## config.mk

```make
export PLATFORM = sky130hd
export DESIGN_NAME = incl_snoop_ctrl
export DESIGN_NICKNAME = d
export VERILOG_FILES = /design/src/rtl/isc_pkg.sv /design/src/rtl/isc_tag_array.sv /design/src/rtl/isc_snoop_plan.sv /design/src/rtl/incl_snoop_ctrl.sv
export SDC_FILE = /design/constraint.sdc
export NUM_CORES = 1
export LEC_CHECK = 0
export ABC_AREA = 1
export BUFFER_PORTS_ARGS = -buffer_cell sky130_fd_sc_hd__buf_4
export CAP_MARGIN = 20
export CORE_AREA = 3 3 118 120
export CTS_BUF_LIST = sky130_fd_sc_hd__clkbuf_4
export DETAILED_ROUTE_END_ITERATION = 8
export DIE_AREA = 0 0 121 123
export PLACE_DENSITY = 0.85
export SYNTH_ARGS = -nofsm -noshare
export SYNTH_HDL_FRONTEND = slang
export SYNTH_SLANG_ARGS = --single-unit
```

## constraint.sdc

```tcl
create_clock -name clk -period 5.9 [get_ports clk]
set_clock_uncertainty 0.2 [all_clocks]
set_input_delay 1.77 -clock clk [delete_from_list [all_inputs] [get_ports clk]]
set_output_delay 1.77 -clock clk [all_outputs]
set_load 0.1 [all_outputs]
```

## src/rtl/isc_pkg.sv

```systemverilog
package isc_pkg;
    typedef enum logic [1:0] {
        ST_IDLE  = 2'd0,
        ST_SNOOP = 2'd1,
        ST_EVICT = 2'd2,
        ST_MEM   = 2'd3
    } isc_state_e;
endpackage

```

## src/rtl/isc_tag_array.sv

```systemverilog
module isc_tag_array #(
    parameter int SETS      = 8,
    parameter int TAG_W     = 9,
    parameter int NUM_CORES = 4,
    localparam int IDX_W    = $clog2(SETS)
) (
    input  logic                 clk,
    input  logic                 rst_n,
    input  logic [IDX_W-1:0]     rd_idx,
    output logic                 rd_valid,
    output logic [TAG_W-1:0]     rd_tag,
    output logic [NUM_CORES-1:0] rd_cv,
    input  logic                 wr_en,
    input  logic [IDX_W-1:0]     wr_idx,
    input  logic [TAG_W-1:0]     wr_tag,
    input  logic [NUM_CORES-1:0] wr_cv
);
    logic                 valid_q [SETS];
    logic [TAG_W-1:0]     tag_q   [SETS];
    logic [NUM_CORES-1:0] cv_q    [SETS];

    for (genvar s = 0; s < SETS; s++) begin : g_set
        always_ff @(posedge clk or negedge rst_n) begin
            if (!rst_n) begin
                valid_q[s] <= 1'b0;
                tag_q[s]   <= '0;
                cv_q[s]    <= '0;
            end else if (wr_en && (wr_idx == IDX_W'(s))) begin
                valid_q[s] <= 1'b1;
                tag_q[s]   <= wr_tag;
                cv_q[s]    <= wr_cv;
            end
        end
    end

    assign rd_valid = valid_q[rd_idx];
    assign rd_tag   = tag_q[rd_idx];
    assign rd_cv    = cv_q[rd_idx];
endmodule

```

## src/rtl/isc_snoop_plan.sv

```systemverilog
module isc_snoop_plan #(
    parameter int NUM_CORES = 4,
    localparam int CORE_W   = $clog2(NUM_CORES)
) (
    input  logic [NUM_CORES-1:0] cv,
    input  logic [CORE_W-1:0]    req_core,
    input  logic                 own,
    output logic [NUM_CORES-1:0] req_oh,
    output logic [NUM_CORES-1:0] snoop_mask,
    output logic                 snoop_inval,
    output logic [NUM_CORES-1:0] next_cv
);
    logic [NUM_CORES-1:0] others;

    for (genvar c = 0; c < NUM_CORES; c++) begin : g_oh
        assign req_oh[c] = (req_core == CORE_W'(c));
    end

    assign others = cv & ~req_oh;

    always_comb begin
        if (own) begin
            snoop_mask  = others;
            snoop_inval = 1'b1;
            next_cv     = req_oh;
        end else begin
            snoop_mask  = (($countones(cv) == 1) && (others != '0)) ? others : '0;
            snoop_inval = 1'b0;
            next_cv     = cv | req_oh;
        end
    end
endmodule

```

## src/rtl/incl_snoop_ctrl.sv

```systemverilog
module incl_snoop_ctrl
    import isc_pkg::*;
#(
    parameter int NUM_CORES = 4,
    parameter int ADDR_W    = 12,
    parameter int SETS      = 8,
    localparam int CORE_W   = $clog2(NUM_CORES),
    localparam int IDX_W    = $clog2(SETS),
    localparam int TAG_W    = ADDR_W - IDX_W
) (
    input  logic                 clk,
    input  logic                 rst_n,
    input  logic                 req_valid,
    input  logic [CORE_W-1:0]    req_core,
    input  logic [ADDR_W-1:0]    req_addr,
    input  logic                 req_own,
    output logic                 busy,
    output logic                 snp_valid,
    output logic [NUM_CORES-1:0] snp_mask,
    output logic [ADDR_W-1:0]    snp_addr,
    output logic                 snp_inval,
    input  logic [NUM_CORES-1:0] snp_resp,
    output logic                 mem_req,
    output logic [ADDR_W-1:0]    mem_addr,
    input  logic                 mem_fill,
    output logic                 done
);
    typedef struct packed {
        isc_state_e           state;
        logic [CORE_W-1:0]    core;
        logic [ADDR_W-1:0]    addr;
        logic [NUM_CORES-1:0] pend;
        logic [NUM_CORES-1:0] upd_cv;
        logic                 snp_valid;
        logic [NUM_CORES-1:0] snp_mask;
        logic [ADDR_W-1:0]    snp_addr;
        logic                 snp_inval;
        logic                 mem_req;
        logic                 done;
    } ctrl_t;

    ctrl_t d, q;

    logic                 rd_valid;
    logic [TAG_W-1:0]     rd_tag;
    logic [NUM_CORES-1:0] rd_cv;
    logic                 wr_en;
    logic [IDX_W-1:0]     wr_idx;
    logic [TAG_W-1:0]     wr_tag;
    logic [NUM_CORES-1:0] wr_cv;

    logic [NUM_CORES-1:0] req_oh, plan_mask, plan_cv;
    logic                 plan_inval;
    logic                 accept, hit, victim_live;
    logic [NUM_CORES-1:0] pend_left;

    isc_tag_array #(.SETS(SETS), .TAG_W(TAG_W), .NUM_CORES(NUM_CORES)) i_tags (
        .clk     (clk),
        .rst_n   (rst_n),
        .rd_idx  (req_addr[IDX_W-1:0]),
        .rd_valid(rd_valid),
        .rd_tag  (rd_tag),
        .rd_cv   (rd_cv),
        .wr_en   (wr_en),
        .wr_idx  (wr_idx),
        .wr_tag  (wr_tag),
        .wr_cv   (wr_cv)
    );

    isc_snoop_plan #(.NUM_CORES(NUM_CORES)) i_plan (
        .cv         (rd_cv),
        .req_core   (req_core),
        .own        (req_own),
        .req_oh     (req_oh),
        .snoop_mask (plan_mask),
        .snoop_inval(plan_inval),
        .next_cv    (plan_cv)
    );

    assign accept      = req_valid && (q.state == ST_IDLE);
    assign hit         = rd_valid && (rd_tag == req_addr[ADDR_W-1:IDX_W]);
    assign victim_live = rd_valid && (rd_cv != '0);
    assign pend_left   = q.pend & ~snp_resp;

    always_comb begin
        d           = q;
        d.snp_valid = 1'b0;
        d.mem_req   = 1'b0;
        d.done      = 1'b0;
        wr_en       = 1'b0;
        wr_idx      = q.addr[IDX_W-1:0];
        wr_tag      = q.addr[ADDR_W-1:IDX_W];
        wr_cv       = q.upd_cv;

        unique case (q.state)
            ST_IDLE: begin
                if (accept) begin
                    d.core = req_core;
                    d.addr = req_addr;
                    if (hit) begin
                        d.upd_cv = plan_cv;
                        if (plan_mask != '0) begin
                            d.state     = ST_SNOOP;
                            d.pend      = plan_mask;
                            d.snp_valid = 1'b1;
                            d.snp_mask  = plan_mask;
                            d.snp_addr  = req_addr;
                            d.snp_inval = plan_inval;
                        end else begin
                            wr_en  = 1'b1;
                            wr_idx = req_addr[IDX_W-1:0];
                            wr_tag = req_addr[ADDR_W-1:IDX_W];
                            wr_cv  = plan_cv;
                            d.done = 1'b1;
                        end
                    end else begin
                        d.upd_cv = req_oh;
                        if (victim_live) begin
                            d.state     = ST_EVICT;
                            d.pend      = rd_cv;
                            d.snp_valid = 1'b1;
                            d.snp_mask  = rd_cv;
                            d.snp_addr  = {rd_tag, req_addr[IDX_W-1:0]};
                            d.snp_inval = 1'b1;
                        end else begin
                            d.state   = ST_MEM;
                            d.mem_req = 1'b1;
                        end
                    end
                end
            end
            ST_SNOOP: begin
                d.pend = pend_left;
                if (pend_left == '0) begin
                    wr_en   = 1'b1;
                    d.done  = 1'b1;
                    d.state = ST_IDLE;
                end
            end
            ST_EVICT: begin
                d.pend = pend_left;
                if (pend_left == '0) begin
                    d.mem_req = 1'b1;
                    d.state   = ST_MEM;
                end
            end
            ST_MEM: begin
                if (mem_fill) begin
                    wr_en   = 1'b1;
                    d.done  = 1'b1;
                    d.state = ST_IDLE;
                end
            end
            default: d.state = ST_IDLE;
        endcase
    end

    always_ff @(posedge clk or negedge rst_n) begin
        if (!rst_n) begin
            q       <= '0;
            q.state <= ST_IDLE;
        end else begin
            q <= d;
        end
    end

    assign busy      = (q.state != ST_IDLE);
    assign snp_valid = q.snp_valid;
    assign snp_mask  = q.snp_mask;
    assign snp_addr  = q.snp_addr;
    assign snp_inval = q.snp_inval;
    assign mem_req   = q.mem_req;
    assign mem_addr  = q.addr;
    assign done      = q.done;

    logic [NUM_CORES-1:0] q_req_oh;
    for (genvar c = 0; c < NUM_CORES; c++) begin : g_qoh
        assign q_req_oh[c] = (q.core == CORE_W'(c));
    end

    a_r1_pulses_exclusive: assert property (@(posedge clk) disable iff (!rst_n)
        $onehot0({snp_valid, mem_req, done}));

    a_r2_miss_goes_to_memory: assert property (@(posedge clk) disable iff (!rst_n)
        (accept && !hit && !victim_live) |=> (mem_req && !snp_valid && busy));

    a_r3_private_hit_no_snoop: assert property (@(posedge clk) disable iff (!rst_n)
        (accept && hit && ((rd_cv & ~req_oh) == '0)) |=> (done && !snp_valid && !mem_req));

    a_r5_shared_read_no_snoop: assert property (@(posedge clk) disable iff (!rst_n)
        (accept && hit && !req_own && ($countones(rd_cv) > 1)) |=> (done && !snp_valid));

    a_r6_requester_not_snooped: assert property (@(posedge clk) disable iff (!rst_n)
        (snp_valid && (q.state == ST_SNOOP)) |-> ((snp_mask & q_req_oh) == '0));

    a_r7_evict_invalidates: assert property (@(posedge clk) disable iff (!rst_n)
        (snp_valid && (q.state == ST_EVICT)) |-> (snp_inval && (snp_mask != '0)));

    a_r8_wait_all_responses: assert property (@(posedge clk) disable iff (!rst_n)
        ((q.state == ST_SNOOP) && (pend_left != '0)) |=> (busy && !done));

    a_r8_done_when_free: assert property (@(posedge clk) disable iff (!rst_n)
        done |-> !busy);
endmodule

```

**Word-level counts from Yosys, hierarchy flattened**

Index checks and enable logic that the tools add are counted.

- $mul: 0
- Div/mod/pow operators: 0
- Shift operators: 0
- Muxes and demuxes: 50
- Bitwise logic cells: 6
- Add/subtract/negate cells: 3
- Order comparisons: 1
- Eq/ne operators: 22
- Reductions and logical operators: 27

Operators with widths:

| cell | number |
|---|---|
| $mux W18 | 3 |
| $mux W9 | 6 |
| $mux W4 | 11 |
| $mux W44 | 1 |
| $add A32 B32 Y32 | 1 |
| $eq A32 B2 Y1 const B | 1 |
| $bmux W9 S3 | 1 |
| $mux W26 | 1 |
| $bmux W4 S3 | 1 |
| $eq A3 B3 Y1 const B | 4 |
| $logic_and A1 B1 Y1 | 12 |
| $mux W3 | 4 |
| $reduce_bool A4 Y1 | 3 |
| $mux W1 | 11 |
| $mux W2 | 5 |
| $eq A9 B9 Y1 | 1 |
| $and A4 B4 Y4 | 2 |
| $eq A2 B2 Y1 const B | 4 |
| $ne A2 B2 Y1 const B | 4 |
| $not A4 Y4 | 2 |
| $pmux W2 S4 | 1 |
| $pmux W4 S2 | 1 |
| $reduce_and A4 Y1 | 2 |
| $eq A3 B2 Y1 const B | 2 |
| other kinds (19) | 25 |

- Bits of input ports: 23
- Logic and storage cells: 144
- ROM bits: 0
- Output and inout bits: 33
- Memories kept: 0
- Latch bits: 0
- Register bits after elaboration: 156
- Memory bits (writable): 0

**Logic depth before layout (Yosys ltp)**

Gate-level depths: netlist of run 1.

- Depth after elaboration: 17
- Mapped depth: 28
- Mapped depth without buffers: 25

**By module**

Synthesis of run 1 repeated with hierarchy kept, for this count alone.

- Cells, all modules: 1171
- Area, all modules: 8530.7 um^2

By module, submodules not included:

| module | cells each | seq. area each (um^2) | area an instance (um^2) | times used |
|---|---|---|---|---|
| isc_tag_array | 747 | 2802.7 | 5612.9 | 1 |
| incl_snoop_ctrl | 385 | 1051.0 | 2717.6 | 1 |
| isc_snoop_plan | 39 | 0.0 | 200.2 | 1 |

**Worst setup path before layout of run 1**

Ideal clock, no wire load.

- Path type: input to register
- Start point: input port req_addr[1]
- End point: register i_tags.cv_q[0] (netlist bit)
- Path buffers: 5
- Data required time: 5.583 ns
- Setup slack: 0.219 ns
- Stages: 25
- Library setup time: 0.117 ns
- Arrival time: 5.364 ns
- Cell sequence: buf_2 -> clkbuf_1 -> o21ai_0 -> o211ai_1 -> and2_1 -> inv_1 -> ha_1 -> ha_1 -> fa_1 -> nor2_1 -> nand2_1 -> nand2_1 -> inv_1 -> nor2_1 -> nand2_1 -> nand2_1 -> nor2_4 -> nand3_2 -> buf_2 -> a21oi_1 -> buf_4 -> nand4_2 -> buf_2 -> nand2_1 -> nand2_1

- Word-level cells in the longest chain between the ends: 17
- Elaborated cells between the ends (all ways): 38
- Those cells by class: 3 x add/sub; 3 x eq/ne; 24 x mux; 3 x bitwise; 5 x reduce/logical

RTL lines:

| element | RTL line | source |
|---|---|---|
| start, declared | incl_snoop_ctrl.sv:15 | `input logic [ADDR_W-1:0] req_addr,` |
| $not A3 Y4 (implied by the code) | isc_tag_array.sv:36, isc_tag_array.sv:37, isc_tag_array.sv:38 |  |
| $bmux W4 S3 | isc_tag_array.sv:38 | `assign rd_cv = cv_q[rd_idx];` |
| $mux W4 (implied by the code) (2 in a row) | isc_tag_array.sv:38 |  |
| $add A1 B1 Y2 (implied by the code) | isc_snoop_plan.sv:27 | `snoop_mask = (($countones(cv) == 1) && (others != '0)) ? others : '0;` |
| $add A32 B32 Y32 (implied by the code) | isc_snoop_plan.sv:27 |  |
| $eq A32 B2 Y1 | isc_snoop_plan.sv:27 |  |
| $logic_and A1 B1 Y1 | isc_snoop_plan.sv:27 |  |
| $mux W4 | isc_snoop_plan.sv:27 |  |
| $mux W4 | isc_snoop_plan.sv:22 | `if (own) begin` |
| $reduce_bool A4 Y1 | incl_snoop_ctrl.sv:102 | `if (plan_mask != '0) begin` |
| $mux W3 | incl_snoop_ctrl.sv:102 |  |
| $mux W3 | incl_snoop_ctrl.sv:100 | `if (hit) begin` |
| $mux W3 | incl_snoop_ctrl.sv:97 | `if (accept) begin` |
| $mux W3 | incl_snoop_ctrl.sv:95 | `unique case (q.state)` |
| $eq A3 B3 Y1 | isc_tag_array.sv:28 | `end else if (wr_en && (wr_idx == IDX_W'(s))) begin` |
| $logic_and A1 B1 Y1 | isc_tag_array.sv:28 |  |
| end signal, assigned by index | isc_tag_array.sv:31 | `cv_q[s] <= wr_cv;` |
| end, declared | isc_tag_array.sv:20 | `logic [NUM_CORES-1:0] cv_q [SETS];` |

Several ways; a longest one is shown, not always the timed one. The select of a mux whose other input is x is not followed.
A chain may end at the register's enable or synchronous reset.

**Worst setup path after layout of run 1**

- Start point: input port req_addr[0]
- End point: register i_tags.tag_q[56] (netlist bit)

- Word-level cells in the longest chain between the ends: 17
- Elaborated cells between the ends (all ways): 36
- Those cells by class: 3 x add/sub; 3 x eq/ne; 23 x mux; 2 x bitwise; 5 x reduce/logical

RTL lines:

| element | RTL line | source |
|---|---|---|
| $not A3 Y4 (implied by the code) | isc_tag_array.sv:36, isc_tag_array.sv:37, isc_tag_array.sv:38 |  |
| $bmux W4 S3 | isc_tag_array.sv:38 |  |
| $mux W4 (implied by the code) (2 in a row) | isc_tag_array.sv:38 |  |
| $add A1 B1 Y2 (implied by the code) | isc_snoop_plan.sv:27 |  |
| $add A32 B32 Y32 (implied by the code) | isc_snoop_plan.sv:27 |  |
| $eq A32 B2 Y1 | isc_snoop_plan.sv:27 |  |
| $logic_and A1 B1 Y1 | isc_snoop_plan.sv:27 |  |
| $mux W4 | isc_snoop_plan.sv:27 |  |
| $mux W4 | isc_snoop_plan.sv:22 |  |
| $reduce_bool A4 Y1 | incl_snoop_ctrl.sv:102 |  |
| $mux W3 | incl_snoop_ctrl.sv:102 |  |
| $mux W3 | incl_snoop_ctrl.sv:100 |  |
| $mux W3 | incl_snoop_ctrl.sv:97 |  |
| $mux W3 | incl_snoop_ctrl.sv:95 |  |
| $eq A3 B1 Y1 | isc_tag_array.sv:28 |  |
| $logic_and A1 B1 Y1 | isc_tag_array.sv:28 |  |
| end signal, assigned by index | isc_tag_array.sv:30 | `tag_q[s] <= wr_tag;` |
| end, declared | isc_tag_array.sv:19 | `logic [TAG_W-1:0] tag_q [SETS];` |

Several ways; a longest one is shown, not always the timed one. The select of a mux whose other input is x is not followed.

==> results.sh, run 1 <==
export IMPL_run_status="finished, final reports clean"
export IMPL_synth_yosys_warnings=0
export IMPL_port_buffers=55
export IMPL_post_cts_buffers=0
export IMPL_syn_mean_instance_area_um2=7.38
export IMPL_timing_final_max_slew_violations=0
export IMPL_ys_top_cells_by_area="sky130_fd_sc_hd__dfrtp_1, sky130_fd_sc_hd__nand2_1, sky130_fd_sc_hd__nand3_1"
export IMPL_crit_reg2reg_capture="i_tags.tag_q[56]"
export IMPL_postCtsHoldBufs=0
export IMPL_cts_resized_gates=0
export IMPL_cts_root_buffer="sky130_fd_sc_hd__clkbuf_4"
export IMPL_hold_viol=0
export IMPL_cts_sink_count=154
export IMPL_totalWireLength_um=21800
export IMPL_ys_seq_elements=154
export IMPL_die_height_um=123
export IMPL_max_freq_ghz=0.184
export IMPL_critical_path_arrival_ps=5740
export IMPL_clock_tree_buffer_depth=2
export IMPL_grt_antenna_before_repair=1
export IMPL_globalplace_congestion=0.880
export IMPL_drt_wirelength_per_cell_um=16.0
export IMPL_yosysUniqueCellTypes=33
export IMPL_reg2reg_slack_ps=1660
export IMPL_r2r_worst_path_cells=24
export IMPL_grt_max_degree=108
export IMPL_post_layout_nonfiller_instances=1367
export IMPL_synth_most_common_cell="sky130_fd_sc_hd__nand2_1"
export IMPL_dr_total_vias=7707
export IMPL_synth_top_area_share=0.460
export IMPL_yosysSeqAreaShare=0.460
export IMPL_cts_inserted_buffers=17
export IMPL_cpMostUsedCell="sky130_fd_sc_hd__nand2_1"
export IMPL_required_ps=6210
export IMPL_detailedPlacementHpwl_um=15100
export IMPL_worstPathCellList="buf_4, buf_4, o21ai_0, o211ai_1, and2_1, inv_1, ha_1, ha_1, fa_1, nor2_1, nand2_1, nand2_1, inv_1, nor2_1, nand2_1, nand2_1, nor2_4, nand3_2, nand2_1, nand2_1, nor2_2, buf_4, nand3_1, nand2_1"
export IMPL_worst_slew_pin_transition_ps=987
export IMPL_grtUsageTotal=0.307
export IMPL_max_cap_viol_count=0
export IMPL_global_route_wire_length_before_repair_um=35800
export IMPL_clkSlewWorstSetupHoldPaths_ps=110
export IMPL_maximum_vdd_ir_drop_mv=0.185
export IMPL_htree_num_levels=4
export IMPL_critical_path_reg2reg_startpoint="i_tags.cv_q[29]"
export IMPL_mappedNetlistNets=1169
export IMPL_min_path_type="flop to flop"
export IMPL_relSlewSlack=0.342
export IMPL_routed_via_density=5.64
export IMPL_timing_critical_path_to="i_tags.tag_q[56]"
export IMPL_post_dp_cell_area_mm2=0.00896
export IMPL_floorplan_die_area_mm2=0.0149
export IMPL_cts_tree="built"
export IMPL_critical_path_peak_fanout=24
export IMPL_ys_async_sr_fraction=1.00
export IMPL_power_leakage_uw=0.00503
export IMPL_synth_top_cells_by_count="sky130_fd_sc_hd__nand2_1, sky130_fd_sc_hd__nand3_1, sky130_fd_sc_hd__dfrtp_1"
export IMPL_globalRouteOverflowTotal=0
export IMPL_crit_path_start="req_addr[0]"
export IMPL_hp_start="i_tags.valid_q[6]"
export IMPL_critical_path_slowest_cell="sky130_fd_sc_hd__fa_1"
export IMPL_postSynth_topFlopCell="sky130_fd_sc_hd__dfrtp_1"
export IMPL_setup_violations=0
export IMPL_layout_drive_gt1_share=0.130
export IMPL_std_cell_rows=42
export IMPL_initial_utilization=0.640
export IMPL_synth_area_mm2=0.00838
export IMPL_synth_edf_count=0
export IMPL_final_design_area_no_fill_mm2=0.00926
export IMPL_critPathMaxStageDelay_ps=540
export IMPL_drtAntennaViolNets=0
export IMPL_area_growth_syn_to_layout_pct=10.5
export IMPL_drt_pass1_iterations=7
export IMPL_worstSkewPairLatency_ps=570
export IMPL_netlist_top_cell_by_area="sky130_fd_sc_hd__dfrtp_1"
export IMPL_path_class="input pin to flop"
export IMPL_synth_cells=1136
export IMPL_finalCritPeriodShare=0.920
export IMPL_pin_count=56
export IMPL_first_global_vias=7159
export IMPL_finalCriticalPeriod_ps=5430
export IMPL_power_density_mw_per_mm2=517
export IMPL_num_nets_final=1210
export IMPL_initialDrtViolationCount=1027
export IMPL_numPlacedInstances=1334
export IMPL_drt_drc_violations_left=0
export IMPL_core_area_mm2=0.0131
export IMPL_start_kind="input pin"
export IMPL_die_width_um=121
export IMPL_rsz0062_at_grt="false"
export IMPL_setup_worst_path_end_class="flop"
[layout make-up]
cell class / count / area (µm²)
Antenna cell: 2 / 5.00
Clock buffer: 18 / 135
Clock inverter: 13 / 158
Fill cell: 1044 / 3820
Inverter: 86 / 323
Multi-Input combinational cell: 810 / 3690
Sequential cell: 154 / 3850
Tap cell: 176 / 220
Timing Repair Buffer: 108 / 877
[routing by layer]
layer	wire, µm	vias to the layer above	global-route usage
li1	-	3674	-
met1	9350	3578	0.431
met2	9800	393	0.468
met3	2020	62	0.0572
met4	668	0	0.133
met5	0	-	0
[worst max-delay path: cells and delay by family]
kind / cells / cell delay [ps]
and+or+nand+nor: 14 / 1690
adders and majority gates: 3 / 1030
AOI/OAI and AO/OA: 2 / 420
buffers and inverters: 5 / 840
[cell usage in the layout (no fill, tap or decap), types with 5 or more instances in the layout]
cell,instances
sky130_fd_sc_hd__o21ai_0,31
sky130_fd_sc_hd__nand4_1,5
sky130_fd_sc_hd__nor2_1,76
sky130_fd_sc_hd__nand2_1,445
sky130_fd_sc_hd__o211ai_1,15
sky130_fd_sc_hd__inv_1,81
sky130_fd_sc_hd__o21a_1,9
sky130_fd_sc_hd__ha_1,9
sky130_fd_sc_hd__nand3_1,158
sky130_fd_sc_hd__buf_4,102
sky130_fd_sc_hd__o21ai_1,12
sky130_fd_sc_hd__buf_12,5
sky130_fd_sc_hd__inv_2,5
sky130_fd_sc_hd__clkbuf_4,18
sky130_fd_sc_hd__clkinv_1,8
sky130_fd_sc_hd__o22ai_1,14
sky130_fd_sc_hd__dfrtp_1,154
[power breakdown]
group          switching, µW  total, µW  internal [µW]
logic                   1800       2430            634
clock network            354        681            327
registers                227       1670           1450
[sequential cells by signal, summed over array words and instances (netlist names)]
| register | flops |
|---|---|
| snp_addr | 12 |
| i_tags.valid_q | 8 |
| done | 1 |
| mem_req | 1 |
| snp_inval | 1 |
| mem_addr | 12 |
| snp_mask | 4 |
| snp_valid | 1 |
| i_tags.cv_q | 32 |
| i_tags.tag_q | 72 |
| q | 10 |
[per-stage QoR]
step	hold slack [ps]	util	total power [µW]	setup slack [ps]	setup TNS, ps
after global routing	285	0.707	5090	186	0
after global placement	233	0.685	4040	23.0	0
after CTS	265	0.707	4770	519	0
final	263	0.708	4790	469	0
after floorplan	222	-	3580	219	0
after detailed placement	240	0.685	4100	-67.3	-889
[how the worst min path moves through the flow]
stage	slack [ps]	to	depth (start not counted)
final	260	i_tags.valid_q[6]	2
after global routing	290	i_tags.valid_q[2]	2
after CTS	260	i_tags.valid_q[6]	2
after detailed placement	240	i_tags.valid_q[6]	2
after global placement	230	i_tags.valid_q[2]	2
after floorplan	220	i_tags.valid_q[1]	2
[kinds of logic after synthesis]
logic type      synth area share
buf+inv                    0.100
simple gates               0.353
fa+ha+maj                 0.0158
compound gates            0.0712
flops                      0.460
(Power assumes the default switching activity.)
==> inputs of run 2 (changes only) <==
==> constraint.sdc (replaced) <==
create_clock -name clk -period 5.9 [get_ports clk]
set_clock_uncertainty 0.2 [all_clocks]
set_input_delay 0.59 -clock clk [delete_from_list [all_inputs] [get_ports clk]]
set_output_delay 0.59 -clock clk [all_outputs]
set_load 0.1 [all_outputs]
==> results.sh, run 2 (same netlist as run 1, synthesis figures left out) <==
export IMPL_dr_total_vias=7475
export IMPL_worst_slew_pin_transition_ps=890
export IMPL_finalCriticalPeriod_ps=4990
export IMPL_hold_worst_slack_ps=83.1
export IMPL_maximum_vdd_ir_drop_mv=0.185
export IMPL_most_frequent_cells_in_the_layout="sky130_fd_sc_hd__nand2_1, sky130_fd_sc_hd__nand3_1, sky130_fd_sc_hd__dfrtp_1"
export IMPL_diodes=0
export IMPL_register_area_mm2=0.00385
export IMPL_worstPathCellList="buf_4, inv_2, o21ai_0, o211ai_1, and2_1, inv_1, ha_1, ha_1, fa_1, nor2_1, nand2_1, nand2_1, inv_1, nor2_1, nand2_1, nand2_1, nor2_4, nand3_2, nand2_1, nand2_4, a21oi_4, nand2_1, nand2_1, nand2_1"
export IMPL_core_area_mm2=0.0131
export IMPL_totalPowerFinal_uw=4600
export IMPL_timing_critical_path_buf_inv=4
export IMPL_num_nets_final=1174
export IMPL_port_buffers=55
export IMPL_drtAntennaViolNets=0
export IMPL_post_cts_buffers=0
export IMPL_met3RoutedLength_um=2020
export IMPL_pin_count=56
export IMPL_worst_path_dominant_cell_family="simple AND/OR/NAND/NOR gates"
export IMPL_largest_register="i_tags.tag_q"
export IMPL_largest_register_ff_count=72
export IMPL_finalCritPeriodShare=0.845
export IMPL_drt_drc_violations_left=0
export IMPL_global_route_wire_length_before_repair_um=34700
export IMPL_finish_utilization=0.678
export IMPL_run_status="finished, final reports clean"
export IMPL_max_freq_ghz=0.201
export IMPL_largest_registers="i_tags.tag_q (72), i_tags.cv_q (32)"
export IMPL_critical_path_peak_fanout=35
export IMPL_die_width_um=121
export IMPL_max_cap_viol_count=0
export IMPL_area_growth_syn_to_layout_pct=5.93
export IMPL_start_kind="input pin"
export IMPL_critical_path_arrival_ps=5260
export IMPL_cts_tree="built"
export IMPL_initial_utilization=0.640
export IMPL_required_ps=6170
export IMPL_route_layer_met1_wl_um=9270
export IMPL_grtUsageTotal=0.296
export IMPL_cts_root_buffer="sky130_fd_sc_hd__clkbuf_4"
export IMPL_first_global_vias=6975
export IMPL_htree_num_levels=4
export IMPL_rsz0062_at_grt="false"
export IMPL_min_path_type="input pin to flop"
export IMPL_clkSlewWorstSetupHoldPaths_ps=110
export IMPL_critical_path_slowest_cell="sky130_fd_sc_hd__fa_1"
export IMPL_setup_worst_path_end_class="flop"
export IMPL_layout_drive_gt1_share=0.108
export IMPL_critPathMaxStageDelay_ps=530
export IMPL_nFillCells=1102
export IMPL_cts_resized_gates=0
export IMPL_grt_antenna_before_repair=0
export IMPL_cts_sink_count=154
export IMPL_grt_max_degree=96
export IMPL_timing_final_max_slew_violations=0
export IMPL_clock_tree_buffer_depth=2
export IMPL_setup_total_negative_slack_ps=0
export IMPL_detailedPlacementHpwl_um=14700
export IMPL_cts_inserted_buffers=17
export IMPL_die_height_um=123
export IMPL_initialDrtViolationCount=891
export IMPL_drt_wirelength_per_cell_um=15.8
export IMPL_hold_viol=0
export IMPL_globalplace_congestion=0.948
export IMPL_drt_pass1_iterations=6
export IMPL_worstSkewPairLatency_ps=580
export IMPL_std_cell_rows=42
export IMPL_floorplan_die_area_mm2=0.0149
export IMPL_totalWireLength_um=21100
export IMPL_power_leakage_uw=0.00483
export IMPL_cpMostUsedCell="sky130_fd_sc_hd__nand2_1"
export IMPL_reg2reg_slack_ps=1130
export IMPL_routed_via_density=5.62
export IMPL_relSlewSlack=0.406
export IMPL_power_density_mw_per_mm2=518
export IMPL_mostFrequentLayoutCell="sky130_fd_sc_hd__nand2_1"
export IMPL_globalRouteOverflowTotal=0
export IMPL_detailroute_wirelength_met2_um=9420
export IMPL_multiInputGateArea_mm2=0.00369
export IMPL_setup_violations=0
export IMPL_top_signal_layer_used="met4"
export IMPL_path_class="input pin to flop"
run 2: cell types whose count changed in the layout (fill, tap and decap cells not counted), sizes merged:
cell,change
dlygate4sd3,+1
clkinv,+1
diode,-2
inv,+1
bufinv,-3
buf,-37
clkbuf,+1
run 2: power by group:
| part | internal [µW] | switching (µW) | total [µW] |
|---|---|---|---|
| logic | 561 | 1770 | 2330 |
| clock network | 214 | 380 | 593 |
| registers | 1450 | 227 | 1670 |
| total | 2220 | 2380 | 4600 |
run 2: timing repair:
item	4_1_cts	5_1_grt
endpoints found under the setup margin	0	0
hold buffers	1	0
hold endpoints to repair	94	0
run 2: tightest hold or removal path: cells and delay by family:
| kind | cells | cell delay (ps) |
|---|---|---|
| AO/OA/AOI/OAI | 1 | 70 |
| buffers and inverters | 1 | 80 |
| AND/OR/NAND/NOR | 2 | 90 |
run 2: final cells by class:
cell class,count,area share
Clock buffer,19,0.0161
Clock inverter,12,0.0116
Inverter,86,0.0364
Multi-Input combinational cell,810,0.416
Sequential cell,154,0.434
Tap cell,176,0.0248
Timing Repair Buffer,72,0.0616
run 2: metrics by stage:
step                std cells  setup WS (ps)  instance area [µm²]
floorplan                1136           1400                 8380
global placement         1297            586                 8620
detailed placement       1297            391                 8620
CTS                      1329           1010                 8880
global route             1329            536                 8880
finish                   1329            914                 8880
run 2: worst paths after layout:
path | startpoint | depth (start not counted) | to
hold / removal | snp_resp[1] | 4 | q[25]
max in group asynchronous | rst_n | 3 | i_tags.tag_q[36]
min in group asynchronous | rst_n | 2 | q[25]
hold reg to reg | i_tags.valid_q[3] | 2 | i_tags.valid_q[3]
setup reg to reg | i_tags.cv_q[30] | 24 | i_tags.tag_q[18]
setup / recovery | req_addr[0] | 24 | i_tags.tag_q[18]
run 2: routing by layer:
| layer | track usage | vias to the layer above |
|---|---|---|
| met3 | 0.0686 | 37 |
| met1 | 0.417 | 3426 |
| met4 | 0.102 | 0 |
| li1 | - | 3610 |
| met2 | 0.456 | 402 |
| met5 | 0 | - |
==> inputs of run 3 (changes only) <==
Settings changed: CORE_AREA 3 3 118 120 to 3 3 120 122, DIE_AREA 0 0 121 123 to 0 0 123 125, PLACE_DENSITY 0.85 to 0.82.
Clock period 5.9 ns to 4.8 ns, I/O delays scaled along.
==> results.sh, run 3 (same netlist as run 1, synthesis figures left out) <==
export IMPL_seq_power_share=0.361
export IMPL_final_setup_worst_slack_ps=295
export IMPL_port_buffers=55
export IMPL_timing_critical_path_buf_inv=2
export IMPL_finalCriticalPeriod_ps=4510
export IMPL_min_path_cells=3
export IMPL_path_class="flop to flop"
export IMPL_multiInputGateArea_mm2=0.00370
export IMPL_run_status="finished, final reports clean"
export IMPL_min_path_type="input pin to flop"
export IMPL_post_dp_cell_area_mm2=0.00879
export IMPL_start_kind="flop"
export IMPL_diodes=0
export IMPL_nFillCells=1162
export IMPL_reg2reg_slack_ps=290
export IMPL_crit_reg2reg_capture="i_tags.tag_q[45]"
export IMPL_hold_viol=0
export IMPL_worst_slew_pin_transition_ps=814
export IMPL_met3_usage=0.0682
export IMPL_initialDrtViolationCount=762
export IMPL_cts_inserted_buffers=17
export IMPL_num_nets_final=1201
export IMPL_globalRouteOverflowTotal=0
export IMPL_cpMostUsedCell="sky130_fd_sc_hd__nand2_1"
export IMPL_detailedPlacementHpwl_um=14900
export IMPL_critPathMaxStageDelay_ps=540
export IMPL_power_combinational_fraction=0.517
export IMPL_drt_drc_violations_left=0
export IMPL_setup_worst_path_end_class="flop"
export IMPL_grtUsageTotal=0.290
export IMPL_worst_path_dominant_cell_family="simple AND/OR/NAND/NOR gates"
export IMPL_floorplan_die_area_mm2=0.0154
export IMPL_global_route_usage_met1=0.407
export IMPL_required_ps=5060
export IMPL_clock_tree_buffer_depth=2
export IMPL_dr_total_vias=7502
export IMPL_switching_share=0.513
export IMPL_layout_drive_gt1_share=0.122
export IMPL_largest_register_ff_count=72
export IMPL_critical_path_reg2reg_startpoint="i_tags.cv_q[30]"
export IMPL_r2r_worst_path_cells=24
export IMPL_rsz0062_at_grt="true"
export IMPL_critical_path_peak_fanout=14
export IMPL_totalWireLength_um=21500
export IMPL_critical_path_slowest_cell="sky130_fd_sc_hd__fa_1"
export IMPL_core_area_mm2=0.0133
export IMPL_worstPathCellList="nor2_1, nor2_1, o21ai_1, o211ai_1, and2_1, inv_1, ha_1, ha_1, fa_1, nor2_1, nand2_1, nand2_1, inv_1, nor2_1, nand2_1, nand2_1, nor2_4, nand3_2, nand2_1, nand2_4, a21oi_4, nand2_1, nand2_1, nand2_1"
export IMPL_timing_final_max_slew_violations=0
export IMPL_internal_power_uw=2770
export IMPL_cts_root_buffer="sky130_fd_sc_hd__clkbuf_4"
export IMPL_largest_registers="i_tags.tag_q (72), i_tags.cv_q (32)"
export IMPL_drtAntennaViolNets=0
export IMPL_drt_wirelength_per_cell_um=15.9
export IMPL_die_height_um=125
export IMPL_max_freq_ghz=0.222
export IMPL_largest_register="i_tags.tag_q"
export IMPL_die_width_um=123
export IMPL_clock_power_share=0.122
export IMPL_worstHoldEndpoint="mem_addr[3]"
export IMPL_grt_antenna_before_repair=0
export IMPL_area_growth_syn_to_layout_pct=8.33
export IMPL_dp_slack_ps=-87.5
export IMPL_cts_sink_count=154
export IMPL_relSlewSlack=0.458
export IMPL_global_route_wire_length_before_repair_um=35400
export IMPL_initial_utilization=0.630
export IMPL_routed_via_density=5.53
export IMPL_hp_start="req_addr[3]"
export IMPL_total_switching_power_uw=2920
export IMPL_grt_max_degree=88
export IMPL_first_global_vias=7102
export IMPL_register_area_mm2=0.00385
export IMPL_final_design_area_no_fill_mm2=0.00908
export IMPL_power_density_mw_per_mm2=626
export IMPL_most_frequent_cells_in_the_layout="sky130_fd_sc_hd__nand2_1, sky130_fd_sc_hd__nand3_1, sky130_fd_sc_hd__dfrtp_1"
export IMPL_pin_count=56
export IMPL_setup_violations=0
export IMPL_maximum_vdd_ir_drop_mv=0.218
export IMPL_std_cell_rows=42
export IMPL_finalCritPeriodShare=0.939
export IMPL_worstSkewPairLatency_ps=580
export IMPL_post_cts_buffers=0
export IMPL_mostFrequentLayoutCell="sky130_fd_sc_hd__nand2_1"
export IMPL_gr_max_usage_layer="met2"
export IMPL_clkSlewWorstSetupHoldPaths_ps=120
export IMPL_cts_tree="built"
export IMPL_max_cap_viol_count=0
export IMPL_use_met2=0.438
export IMPL_globalplace_congestion=0.936
export IMPL_power_leakage_uw=0.00493
export IMPL_drt_pass1_iterations=5
export IMPL_critical_path_arrival_ps=4770
export IMPL_htree_num_levels=4
[run 3: cell types whose count changed in the layout (fill, tap and decap cells not counted), sizes merged]
cell	change
buf	+23
clkinv	-1
dlygate4sd3	+4
inv	-1
clkinvlp	+2
[run 3: per-stage QoR]
| step | hold slack (ps) | instances | setup TNS (ps) | total power (µW) | util |
|---|---|---|---|---|---|
| floorplan | -15.6 | 1136 | 0 | 4400 | - |
| global placement | 236 | 1320 | 0 | 4920 | 0.661 |
| detailed placement | 241 | 1320 | -1770 | 4990 | 0.661 |
| CTS | 8.13 | 1356 | 0 | 5680 | 0.682 |
| global route | 37.6 | 1356 | -469 | 6060 | 0.683 |
| finish | 44.4 | 1356 | 0 | 5690 | 0.683 |
[run 3: layer usage]
layer  routed length (µm)  vias up  part of all wire
met5                    0        -                 0
met1                 9470     3470              0.44
met4                  561        0             0.026
li1                     -     3659                 -
met3                 1830       49             0.085
met2                 9670      324              0.45
[run 3: worst max-delay path by stage]
stage	slack (ps)	start	cells past startpoint	to
6_report	290	i_tags.cv_q[30]	24	i_tags.tag_q[45]
5_1_grt	-50	i_tags.cv_q[30]	24	i_tags.tag_q[53]
4_1_cts	330	i_tags.cv_q[30]	24	i_tags.tag_q[48]
3_5_place_dp	-90	req_addr[0]	24	i_tags.tag_q[50]
3_3_place_gp	30	req_addr[0]	24	i_tags.tag_q[53]
2_1_floorplan	410	req_addr[1]	25	i_tags.cv_q[0]
[run 3: worst min-delay path: stages]
cell,delay (ps)
sky130_fd_sc_hd__buf_4,90
sky130_fd_sc_hd__inv_1,60
sky130_fd_sc_hd__o21ai_0,150
[run 3: cell type report]
type                    instances  area share
well taps                     176      0.0243
clock buffers                  19      0.0157
repair buffers                 99      0.0837
multi-input cells             810       0.407
flip-flops and latches        154       0.424
inverters                      86      0.0356
clock inverters                12     0.00923
[run 3: power groups by stage]
stage               registers (µW)  clock network (µW)  logic (µW)
CTS                           2040                 707        2930
global route                  2100                 763        3200
finish                        2050                 693        2940
floorplan                     2080                   0        2320
detailed placement            2070                   0        2920
global placement              2060                   0        2860
[run 3: what timing repair did]
| action | CTS | global route |
|---|---|---|
| gates resized for setup | 0 | 3 |
| endpoints found under the hold margin | 89 | 0 |
| hold buffers | 5 | 0 |
| setup endpoints to repair | 0 | 33 |
